File: src/rtl/bcd_scan_pkg.sv
package bcd_scan_pkg;
    localparam int NUM_DIGITS = 4;
    localparam int DIGIT_W    = 4;
    localparam int IDX_W      = $clog2(NUM_DIGITS);

    typedef enum logic [1:0] {
        SCAN_IDLE,
        SCAN_BLANK,
        SCAN_SHOW
    } scan_state_t;
endpackage

File: src/rtl/bcd_update_latch.sv
module bcd_update_latch
    import bcd_scan_pkg::*;
(
    input  logic                          clk,
    input  logic                          rst_n,
    input  logic                          upd_in,
    input  logic                          ramp_dn,
    input  logic                          half_in,
    input  logic [DIGIT_W-1:0]            dig2_in,
    input  logic [DIGIT_W-1:0]            dig1_in,
    input  logic [DIGIT_W-1:0]            dig0_in,
    input  logic                          ovr_in,
    output logic [NUM_DIGITS*DIGIT_W-1:0] lat_codes,
    output logic                          lat_ovr
);
    logic upd_prev;
    logic take;

    assign take = upd_in && !upd_prev && !ramp_dn;

    always_ff @(posedge clk) begin
        if (!rst_n) begin
            upd_prev  <= 1'b0;
            lat_codes <= '0;
            lat_ovr   <= 1'b0;
        end else begin
            upd_prev <= upd_in;
            if (take) begin
                lat_codes <= {{(DIGIT_W-1){1'b0}}, half_in, dig2_in, dig1_in, dig0_in};
                lat_ovr   <= ovr_in;
            end
        end
    end
endmodule

File: src/rtl/bcd_scan_fsm.sv
module bcd_scan_fsm
    import bcd_scan_pkg::*;
#(
    parameter int SLOT_CLKS = 80,
    parameter int GAP_CLKS  = 2
) (
    input  logic              clk,
    input  logic              rst_n,
    input  logic              eoc_pulse,
    output scan_state_t       state,
    output logic [IDX_W-1:0]  dig_idx
);
    localparam int CNT_W = $clog2(SLOT_CLKS);
    localparam logic [CNT_W-1:0] GAP_LAST  = CNT_W'(GAP_CLKS - 1);
    localparam logic [CNT_W-1:0] SLOT_LAST = CNT_W'(SLOT_CLKS - 1);
    localparam logic [IDX_W-1:0] IDX_LAST  = IDX_W'(NUM_DIGITS - 1);

    scan_state_t       state_nxt;
    logic [CNT_W-1:0]  cnt, cnt_nxt;
    logic [IDX_W-1:0]  idx_nxt;

    always_comb begin
        state_nxt = state;
        cnt_nxt   = cnt;
        idx_nxt   = dig_idx;
        if (eoc_pulse) begin
            state_nxt = SCAN_BLANK;        // start
            cnt_nxt   = '0;
            idx_nxt   = '0;
        end else begin
            unique case (state)
                SCAN_IDLE: ;
                SCAN_BLANK: begin
                    cnt_nxt = cnt + 1'b1;
                    if (cnt == GAP_LAST)
                        state_nxt = SCAN_SHOW; // open
                end
                SCAN_SHOW: begin
                    if (cnt == SLOT_LAST) begin
                        state_nxt = SCAN_BLANK; // advance
                        cnt_nxt   = '0;
                        idx_nxt   = (dig_idx == IDX_LAST) ? '0 : dig_idx + 1'b1;
                    end else begin
                        cnt_nxt = cnt + 1'b1;
                    end
                end
                default: state_nxt = SCAN_IDLE;
            endcase
        end
    end

    always_ff @(posedge clk) begin
        if (!rst_n) begin
            state   <= SCAN_IDLE;
            cnt     <= '0;
            dig_idx <= '0;
        end else begin
            state   <= state_nxt;
            cnt     <= cnt_nxt;
            dig_idx <= idx_nxt;
        end
    end
endmodule

File: src/rtl/bcd_digit_out.sv
module bcd_digit_out
    import bcd_scan_pkg::*;
(
    input  scan_state_t                   state,
    input  logic [IDX_W-1:0]              dig_idx,
    input  logic [NUM_DIGITS*DIGIT_W-1:0] lat_codes,
    output logic [NUM_DIGITS-1:0]         dsel,
    output logic [DIGIT_W-1:0]            bcd
);
    logic [NUM_DIGITS-1:0] hit;

    for (genvar i = 0; i < NUM_DIGITS; i++) begin : g_sel
        assign hit[NUM_DIGITS-1-i] = (dig_idx == IDX_W'(i));
    end

    always_comb begin
        dsel = '0;
        bcd  = '0;
        unique case (state)
            SCAN_IDLE: ;
            SCAN_BLANK: bcd = lat_codes[(NUM_DIGITS-1-int'(dig_idx))*DIGIT_W +: DIGIT_W];
            SCAN_SHOW: begin
                bcd  = lat_codes[(NUM_DIGITS-1-int'(dig_idx))*DIGIT_W +: DIGIT_W];
                dsel = hit;
            end
            default: ;
        endcase
    end
endmodule

File: src/rtl/bcd_disp_scan.sv
module bcd_disp_scan
    import bcd_scan_pkg::*;
#(
    parameter int SLOT_CLKS = 80,
    parameter int GAP_CLKS  = 2
) (
    input  logic                  clk,
    input  logic                  rst_n,
    input  logic                  eoc_pulse,
    input  logic                  upd_in,
    input  logic                  ramp_dn,
    input  logic                  half_in,
    input  logic [3:0]            dig2_in,
    input  logic [3:0]            dig1_in,
    input  logic [3:0]            dig0_in,
    input  logic                  ovr_in,
    output logic [3:0]            dsel,
    output logic [3:0]            bcd,
    output logic                  ovr_n
);
    scan_state_t                   state;
    logic [IDX_W-1:0]              dig_idx;
    logic [NUM_DIGITS*DIGIT_W-1:0] lat_codes;
    logic                          lat_ovr;

    bcd_update_latch i_latch (
        .clk       (clk),
        .rst_n     (rst_n),
        .upd_in    (upd_in),
        .ramp_dn   (ramp_dn),
        .half_in   (half_in),
        .dig2_in   (dig2_in),
        .dig1_in   (dig1_in),
        .dig0_in   (dig0_in),
        .ovr_in    (ovr_in),
        .lat_codes (lat_codes),
        .lat_ovr   (lat_ovr)
    );

    bcd_scan_fsm #(
        .SLOT_CLKS (SLOT_CLKS),
        .GAP_CLKS  (GAP_CLKS)
    ) i_fsm (
        .clk       (clk),
        .rst_n     (rst_n),
        .eoc_pulse (eoc_pulse),
        .state     (state),
        .dig_idx   (dig_idx)
    );

    bcd_digit_out i_out (
        .state     (state),
        .dig_idx   (dig_idx),
        .lat_codes (lat_codes),
        .dsel      (dsel),
        .bcd       (bcd)
    );

    assign ovr_n = !lat_ovr;
endmodule

File: config.mk
export PLATFORM = sky130hd
export DESIGN_NAME = bcd_disp_scan
export DESIGN_NICKNAME = d
export VERILOG_FILES = /design/src/rtl/bcd_scan_pkg.sv /design/src/rtl/bcd_update_latch.sv /design/src/rtl/bcd_scan_fsm.sv /design/src/rtl/bcd_digit_out.sv /design/src/rtl/bcd_disp_scan.sv
export SDC_FILE = /design/constraint.sdc
export NUM_CORES = 1
export LEC_CHECK = 0
export CORE_ASPECT_RATIO = 1.4
export CORE_UTILIZATION = 50
export CTS_BUF_LIST = sky130_fd_sc_hd__clkbuf_2 sky130_fd_sc_hd__clkbuf_4 sky130_fd_sc_hd__clkbuf_8
export CTS_CLUSTER_DIAMETER = 80
export DETAILED_ROUTE_END_ITERATION = 7
export PLACE_DENSITY_LB_ADDON = 0.08
export SETUP_SLACK_MARGIN = 0.15
export SLEW_MARGIN = 5
export SYNTH_ARGS = -nofsm -noshare
export SYNTH_HDL_FRONTEND = slang
export SYNTH_SLANG_ARGS = --single-unit
File: constraint.sdc
create_clock -name clk -period 1.9 [get_ports clk]
set_clock_uncertainty 0.05 [all_clocks]
set_input_delay 0.285 -clock clk [delete_from_list [all_inputs] [get_ports clk]]
set_output_delay 0.285 -clock clk [all_outputs]
set_load 0.01 [all_outputs]
Yosys cells after proc, flatten, opt, wreduce, memory -nomap -nowiden
Cells that the tools add are included.
W data, S select, Z words.
{"block": "totals", "regBits": 26, "in_bits": 19}
{"block": "op_classes", "n_addsub": 3, "eq_ne": 12, "shift": 1, "mux": 9, "bitwise_logic": 2, "n_reduce_logical": 13}
{"op": "$shiftx A16 B32 Y4", "count": 1}
{"op": "$pmux W7 S2", "count": 1}
{"op": "$mux W4", "count": 2}
{"op": "$add A7 B1 Y7 const B", "count": 1}
{"op": "$eq A7 B1 Y1 const B", "count": 1}
{"op": "$eq A7 B7 Y1 const B", "count": 1}
{"op": "$mux W7", "count": 1}
{"op": "$eq A2 B2 Y1 const B", "count": 3}
{"op": "$mux W2", "count": 3}
{"op": "$ne A3 B2 Y1 const B", "count": 2}
{"op": "$pmux W2 S3", "count": 1}
{"op": "$reduce_and A3 Y1", "count": 2}
{"op": "$eq A2 B1 Y1 const B", "count": 2}
{"op": "$logic_not A2 Y1", "count": 2}
{"op": "$ne A2 B1 Y1 const B", "count": 2}
{"op": "$reduce_or A2 Y1", "count": 2}
{"op": "$logic_not A1 Y1", "count": 3}
{"op": "$sub A2 B2 Y3 const A", "count": 1}
{"op": "$add A2 B1 Y2 const B", "count": 1}
{"op": "$logic_and A1 B1 Y1", "count": 2}
{"op": "$ne A2 B2 Y1 const B", "count": 1}
{"op": "$not A1 Y1", "count": 2}
{"op": "$reduce_and A2 Y1", "count": 1}
{"op": "$reduce_bool A2 Y1", "count": 1}
{"op": "$mux W1", "count": 1}

Longest topological paths before layout
Gate-level depths: netlist (run 1).
{"block": "logic_depth", "depth_word": 4, "mapped_depth": 6}

Hierarchy
A second synthesis (run 1) with hierarchy kept.
{"block": "unflattened", "cells_unflattened": 149, "area_unflattened_um2": 1377.6}
{"mod": "bcd_update_latch", "instances": 1, "cells_each": 67, "area_per_inst_um2": 625.6, "seq_area_each_um2": 300.3}
{"mod": "bcd_scan_fsm", "instances": 1, "cells_each": 64, "area_per_inst_um2": 571.8, "seq_area_each_um2": 220.2}
{"mod": "bcd_digit_out", "instances": 1, "cells_each": 17, "area_per_inst_um2": 176.4, "seq_area_each_um2": 0.0}
{"mod": "bcd_disp_scan", "instances": 1, "cells_each": 1, "area_per_inst_um2": 3.8, "seq_area_each_um2": 0.0}

Worst setup path after synthesis (run 1)
No wires, ideal clock.
{"block": "synth_path", "path_kind": "register to output", "start": "reg i_fsm.dig_idx[1]", "end": "out bcd[0]", "t_arrival_ps": 1307, "required_time_ps": 1565, "setup_slack_ps": 258, "stages_incl_launch_ff": 4, "path_cell_list": "dfxtp_1 > clkbuf_1 > mux4_2 > and2_1"}
{"block": "synth_via", "elab_chain_len": 3}
{"element": "start: declaration", "line": "bcd_scan_fsm.sv:11", "text": "output logic [IDX_W-1:0] dig_idx"}
{"element": "start signal: assignment", "line": "bcd_scan_fsm.sv:60", "text": "dig_idx <= idx_nxt;"}
{"element": "$sub A2 B2 Y3", "line": "bcd_digit_out.sv:21, bcd_digit_out.sv:23"}
{"element": "$shiftx A16 B32 Y4", "line": "bcd_digit_out.sv:21, bcd_digit_out.sv:23"}
{"element": "$mux W4"}
{"element": "end: declaration", "line": "bcd_disp_scan.sv:18", "text": "output logic [3:0] bcd,"}
Every way passes these cells.

Final worst setup path (run 1)
{"block": "layout_path", "start": "reg i_fsm.dig_idx[1]", "end": "out bcd[2]"}
Same word-level chain as after synthesis.

==> metrics.md, run 1 <==
| Metric | Value |
|---|---|
| Filler instances | 212 |
| Synthesis Warnings | 0 |
| Placed cell areas | 1622 um2 |
| Num rows | 21 |
| Full die area | 2811 um2 |
| Largest family of logic cells by synthesized area | simple AND/OR/NAND/NOR gates |
| Gr ovfl total | 0 |
| Fin cells | 224 |
| Worst-margin pin slew | 0.4406 ns |
| Critical Path AT | 1.45 ns |
| Drt pass-1 iters | 3 |
| Synth Area in XOR/XNOR | 0.02695 |
| RSZ-0062 raised after global routing | true |
| Die Ht | 62.33 um |
| Switching power | 238.5 uW |
| Max IR drop VDD | 465.5 uV |
| NumNets Final | 219 |
| Wire per inst | 12.17 um |
| FMAX | 0.5598 GHz |
| DR vias | 1144 |
| Power per cell area | 580.0 nW/um2 |
| Sink Count | 26 |
| IO Port Bufs | 27 |
| Reg power frac | 0.575 |
| Placer Congestion | 0.7464 |
| Max clock buf depth | 2 |
| Multiplexer area fraction after synthesis | 0.04812 |
| Worst setup SP type | flop |
| Hold crit path type | flop to flop |
| R2R Path End | i_fsm.state[0]$_SDFFE_PN0P_ |
| Pin count of the biggest net entering global routing | 17 |
| Hold bufs inserted after CTS | 0 |
| Ys flop type | dfxtp_1 |
| Vias in the first global route | 1115 |
| Post-route ant nets | 0 |
| Worst-case reg-to-reg path depth | 6 |
| Total CTS buffers | 3 |
| Initial cell density of the core | 0.5378 |
| Final worst slack | 0.1138 ns |
| I/O pins | 28 |
| Post-synthesis sequential area ratio | 0.4004 |
| Initial antenna violation count | 0 |
| Final design utilization | 0.7143 |
| Crit. End Element | output port |
| Die Width | 45.10 um |
| Cell internal pwr | 763.0 uW |
| Synthesized flop and latch total | 26 |
| Critical path peak fanout | 6 |
| R2r setup slk | 0.22 ns |
| Synth Area per Inst | 8.442 um2 |
| Slew Limit Headroom | 0.7056 |
| Pleak | 0.6457 nW |
| TritonCTS clock tree | done |
| Synth-to-layout area growth | 32.82% |
| Logic pwr share | 0.144 |
| CP startpoint | i_fsm.dig_idx[1]$_SDFFE_PP0P_ |
| CP peak stage delay | 0.37 ns |
| Hold path depth | 2 |
| Final instance area | 1727 um2 |
| Clock-pin slew on the worst setup and hold paths | 0.14 ns |
| Netlist cell types | 31 |
| Via-to-Cell Ratio | 5.107 |
| Place WS | 0.05953 ns |
| Hold Path End | i_latch.lat_codes[3]$_SDFFE_PN0P_ |
| Htree depth | 1 |
| Layout cells sized above 1 | 0.2000 |
| Worst hold slack | 0.4262 ns |
| GRT Total Usage | 0.2183 |
| WP data required | 1.56 ns |
| Clock power share | 0.281 |
| ANT cells | 0 |
| Status | completed |
| Hold path start | i_latch.lat_codes[3]$_SDFFE_PN0P_ |
| Number of synthesized flops with an enable pin | 0 |
| Final setup TNS | 0 ns |
| Root Buffer | clkbuf_4 |
| Post-Syn Nets | 182 |
| Critical Setup Path Class | flop to output port |
| Post-Syn Instances | 154 |
| Estimated wirelength of the detail-placed design | 2.101 mm |
| Critical-path top delay cell | dfxtp_2 |
| Crit Reg-Reg Startpoint | i_fsm.cnt[1]$_SDFFE_PP0N_ |
| Synth Area in Compound Gates | 0.1482 |
| Post-Synth Simple-Gate Area | 0.2560 |
| Placed Instances | 214 |
| Switching Fraction | 0.2382 |
| Core area | 2417 um2 |
| First-pass GRT wire length | 4.560 mm |
| Ys async rst share | 0 |
| Max-cap violations | 0 |
| Mapped Area | 1300 um2 |
| Most frequent cells in the layout | nand2_1 (34), dfxtp_1 (21), clkdlybuf4s50_1 (19) |
| CP Cell Sequence | buf_6 -> buf_4 -> mux2i_1 -> nor2_1 -> a21oi_1 -> nor2b_1 -> buf_2 |
| First DRT Iteration DRCs | 27 |
| Hold Fails Final Rpt | 0 |
| Final WL | 2.726 mm |
| Pins Over Slew Limit | 0 |
| # DRC | 0 |
| Min cycle time layout | 1.786 ns |
| Synth Area in Adders | 0.08662 |
| Final worst-path cycle share | 0.9401 |
| Final Power | 1.002 mW |
| Commonest non-fill, non-tap cell in the layout | nand2_1 |
| Setup violations, final | 0 |
| Clock latency on the worst-skew pair | 0.32 ns |
synthesized netlist by cell type, types with 4 or more instances:
master     n  area [um2]
a21oi_1    7       35.03
nand2_1   34       127.6
nor2_1    14       52.55
and2_1     6       37.54
mux2i_1    4       40.04
dfxtp_1   26       520.5
a21boi_0  14       105.1
inv_1      6       22.52
ha_1       9       112.6
flip-flops by register name (all words and copies together), names as in the netlist:
register and count:
i_fsm.dig_idx 2, i_fsm.state 2, i_latch.lat_ovr 1, i_latch.lat_codes 13, i_fsm.cnt 7, i_latch.upd_prev 1
how the worst max path moves through the flow:
| stage | end | depth (start not counted) |
|---|---|---|
| 2_1_floorplan | bcd[0] | 3 |
| 3_3_place_gp | bcd[3] | 6 |
| 3_5_place_dp | bcd[3] | 6 |
| 4_1_cts | bcd[3] | 6 |
| 5_1_grt | bcd[2] | 7 |
| 6_report | bcd[2] | 7 |
critical path: cells and delay by family, from the launching register on:
family	cells	cell delay, ns
flip-flops	1	0.37
buffers and inverters	3	0.36
AND/OR/NAND/NOR	2	0.11
multiplexers	1	0.17
AO/OA/AOI/OAI	1	0.11
timing repair:
item / in CTS / in global routing
pin swaps: 1 / 3
resized for setup: 38 / 8
endpoints found under the setup margin: 10 / 12
setup buffers: 1 / 5
routing by layer:
layer	track usage	vias up	share of wire
met1	0.2110	532	0.38
met3	0.04070	6	0.022
met2	0.4149	18	0.57
met5	0	-	0
li1	-	588	-
met4	0.09091	0	0.021
cell type report:
type,instances,area [um2],area share
inverters,6,22.52,0.01304
repair buffers,37,327.8,0.1899
clock buffers,4,36.28,0.02101
well taps,34,42.54,0.02464
flip-flops and latches,26,529.3,0.3065
multi-input cells,117,768.2,0.4449
power groups by stage:
stage | Clock, mW | Combinational, mW | Sequential (mW)
2_1_floorplan | 0 | 0.0719 | 0.585
3_3_place_gp | 0 | 0.130 | 0.587
3_5_place_dp | 0 | 0.136 | 0.588
4_1_cts | 0.287 | 0.145 | 0.575
5_1_grt | 0.309 | 0.160 | 0.578
6_report | 0.282 | 0.144 | 0.576
cells by family (layout without fill, tap and decap cells):
family / after synthesis / in the layout
and+or+nand+nor: 71 / 71
DFF: 26 / 26
xor gates and xnor gates: 4 / 4
AOI/OAI and AO/OA: 28 / 28
adders and majority gates: 9 / 9
muxes: 5 / 5
buffers and inverters: 11 / 47
No activity file was read; power rests on OpenSTA's default activity.
==> run 2, diff against run 1 <==
- CORE_UTILIZATION: 50 -> 49
- CTS_BUF_LIST: sky130_fd_sc_hd__clkbuf_2 sky130_fd_sc_hd__clkbuf_4 sky130_fd_sc_hd__clkbuf_8 -> not set
- GPL_TIMING_DRIVEN: not set -> 1
- SETUP_SLACK_MARGIN: 0.15 -> not set
==> run 2 against run 1 <==
Net effect:
- worst hold slack lost 0.0032 ns
- maximum frequency shrank 2.1%
- clock power barely moved
- largest cell class unchanged
- largest power group unchanged
- highest routed layer unchanged
==> metrics.md, run 2 (synthesized netlist as in run 1, its figures left out) <==
| Metric | Value |
|---|---|
| Via-to-Cell Ratio | 5.199 (+1.8%) |
| R2r setup slk | 0.21 ns (about the same) |
| Filler instances | 209 (-1.4%) |
| Crit Reg-Reg Startpoint | i_fsm.cnt[0]$_SDFFE_PP0N_ |
| Root Buffer | clkbuf_4 |
| Num rows | 21 (unchanged) |
| Clock-pin slew on the worst setup and hold paths | 0.14 ns (about the same) |
| Seq. cell area | 530.5 um2 (+0.24%) |
| Vias in the first global route | 1148 (+3.0%) |
| R2R Path End | i_fsm.state[0]$_SDFFE_PN0P_ |
| Total CTS buffers | 3 (unchanged) |
| Layout cells sized above 1 | 0.1390 (-0.06096) |
| Sink Count | 26 (unchanged) |
| CP startpoint | i_fsm.dig_idx[1]$_SDFFE_PP0P_ |
| Worst-case reg-to-reg path depth | 5 (-1) |
| ANT cells | 0 (unchanged) |
| NumNets Final | 216 (-1.4%) |
| Pins Over Slew Limit | 0 (unchanged) |
| Hold bufs inserted after CTS | 0 (unchanged) |
| First DRT Iteration DRCs | 12 (-56%) |
| Drt pass-1 iters | 6 (+3) |
| Cell internal pwr | 760.7 uW (-0.31%) |
| # DRC | 0 (unchanged) |
| Hold path depth | 2 (unchanged) |
| I/O pins | 28 (unchanged) |
| Switching Fraction | 0.2383 (about the same) |
| Gr ovfl total | 0 (unchanged) |
| Placer Congestion | 0.8326 (+12%) |
| Final WL | 2.765 mm (+1.4%) |
| Final instance area | 1702 um2 (-1.4%) |
| Worst hold slack | 0.4230 ns (-0.003180 ns) |
| Hold Path End | i_latch.lat_ovr$_SDFFE_PN0P_ |
| Clock latency on the worst-skew pair | 0.32 ns (about the same) |
| Die Ht | 62.95 um (+0.99%) |
| FMAX | 0.5481 GHz (-2.1%) |
| Max reg flops | 13 (unchanged) |
| Slew Limit Headroom | 0.6981 (-0.007475) |
| GRT Total Usage | 0.2156 (-0.002666) |
| Core area | 2444 um2 (+1.1%) |
| DR vias | 1149 (+0.44%) |
| Critical Setup Path Class | flop to output port |
| Pleak | 0.6435 nW (-0.35%) |
| Commonest non-fill, non-tap cell in the layout | nand2_1 |
| Full die area | 2866 um2 (+2.0%) |
| Setup violations, final | 0 (unchanged) |
| Crit. End Element | output port |
| Logic pwr share | 0.145 (about the same) |
| Post-route ant nets | 0 (unchanged) |
| Estimated wirelength of the detail-placed design | 2.094 mm (-0.32%) |
| Hold crit path type | flop to flop |
| Initial cell density of the core | 0.5320 (-0.005783) |
| Place WS | 0.05231 ns (-0.007219 ns) |
| Reg power frac | 0.575 (about the same) |
| Critical path peak fanout | 4 (-2) |
| IO Port Bufs | 27 (unchanged) |
| Status | completed |
| Worst setup SP type | flop |
| First-pass GRT wire length | 4.636 mm (+1.7%) |
| Max-cap violations | 0 (unchanged) |
| Worst-margin pin slew | 0.4518 ns (+0.01118 ns) |
| Max clock buf depth | 2 (unchanged) |
| Largest Register | i_latch.lat_codes |
| Die Width | 45.53 um (+0.96%) |
| Switching power | 238.0 uW (-0.20%) |
| Hold path start | i_latch.lat_ovr$_SDFFE_PN0P_ |
| Power per cell area | 586.9 nW/um2 (+1.2%) |
| Synth-to-layout area growth | 30.89% |
| Critical Path AT | 1.49 ns (+0.04 ns) |
| Htree depth | 1 (unchanged) |
| Initial antenna violation count | 0 (unchanged) |
| Most frequent cells in the layout | nand2_1 (34), dfxtp_1 (22), clkdlybuf4s50_1 (19) |
| Min cycle time layout | 1.825 ns (+0.03843 ns) |
| Pin count of the biggest net entering global routing | 17 (unchanged) |
| Multi-input logic area | 763.2 um2 (-0.65%) |
| RSZ-0062 raised after global routing | false |
| WP data required | 1.56 ns (about the same) |
| TritonCTS clock tree | done |
| Final worst slack | 0.07535 ns (-0.03843 ns) |
| Max IR drop VDD | 444.1 uV (-4.6%) |
| Final worst-path cycle share | 0.9603 (+0.02022) |
| Placed cell areas | 1637 um2 (+0.93%) |
| Hold Fails Final Rpt | 0 (unchanged) |
| Final setup TNS | 0 ns (unchanged) |
| Top flop regs | i_latch.lat_codes (13), i_fsm.cnt (7) |
| Clock power share | 0.280 (about the same) |
| Final Power | 998.7 uW (-0.28%) |
| Wire per inst | 12.51 um (+2.8%) |
[run 2: cell types whose count changed in the layout (fill, tap and decap cells not counted), sizes merged]
cell           change
buf                -7
clkbuf             +1
clkdlybuf4s15      -1
dlygate4sd2        +4
[run 2: worst max-delay path, stage by stage (launching register included)]
cell,delay (ns)
dfxtp_4,0.39
mux4_2,0.48
and2_1,0.17
buf_2,0.13
[run 2: metal layers]
metal,GRT usage,vias up,share of wire
met1,0.2428,538,0.41
met5,0,-,0
met4,0.09848,0,0.023
met2,0.3839,23,0.54
li1,-,582,-
met3,0.01734,6,0.024
[run 2: per-stage QoR]
step / util / instances
2_1_floorplan: - / 154
3_3_place_gp: 0.6697 / 216
3_5_place_dp: 0.6697 / 216
4_1_cts: 0.6989 / 221
5_1_grt: 0.6964 / 221
6_report: 0.6964 / 221
[run 2: area by class of cell]
| type | instances | area share |
|---|---|---|
| inverters | 6 | 0.01324 |
| well taps | 34 | 0.02500 |
| repair buffers | 34 | 0.1801 |
| flip-flops and latches | 26 | 0.3118 |
| multi-input cells | 117 | 0.4485 |
| clock buffers | 4 | 0.02132 |
[run 2: worst max-delay path by stage]
stage / to / slack, ns
floorplan: bcd[0] / 0.26
global placement: bcd[0] / 0.08
detailed placement: bcd[0] / 0.05
finish: bcd[0] / 0.08
global route: bcd[2] / 0.007
CTS: bcd[2] / 0.02
[run 2: power by group through the flow]
stage / clock network, mW / registers (mW) / logic, mW
finish: 0.280 / 0.574 / 0.145
global route: 0.313 / 0.577 / 0.160
CTS: 0.288 / 0.574 / 0.142
detailed placement: 0 / 0.588 / 0.135
global placement: 0 / 0.587 / 0.130
floorplan: 0 / 0.585 / 0.0719
[run 2: timing repair]
action	in CTS	in global routing
endpoints found under the setup margin	8	3
pin swaps	0	0
endpoints found under the hold margin	0	0
gates resized for setup	24	5
buffers inserted	1	0
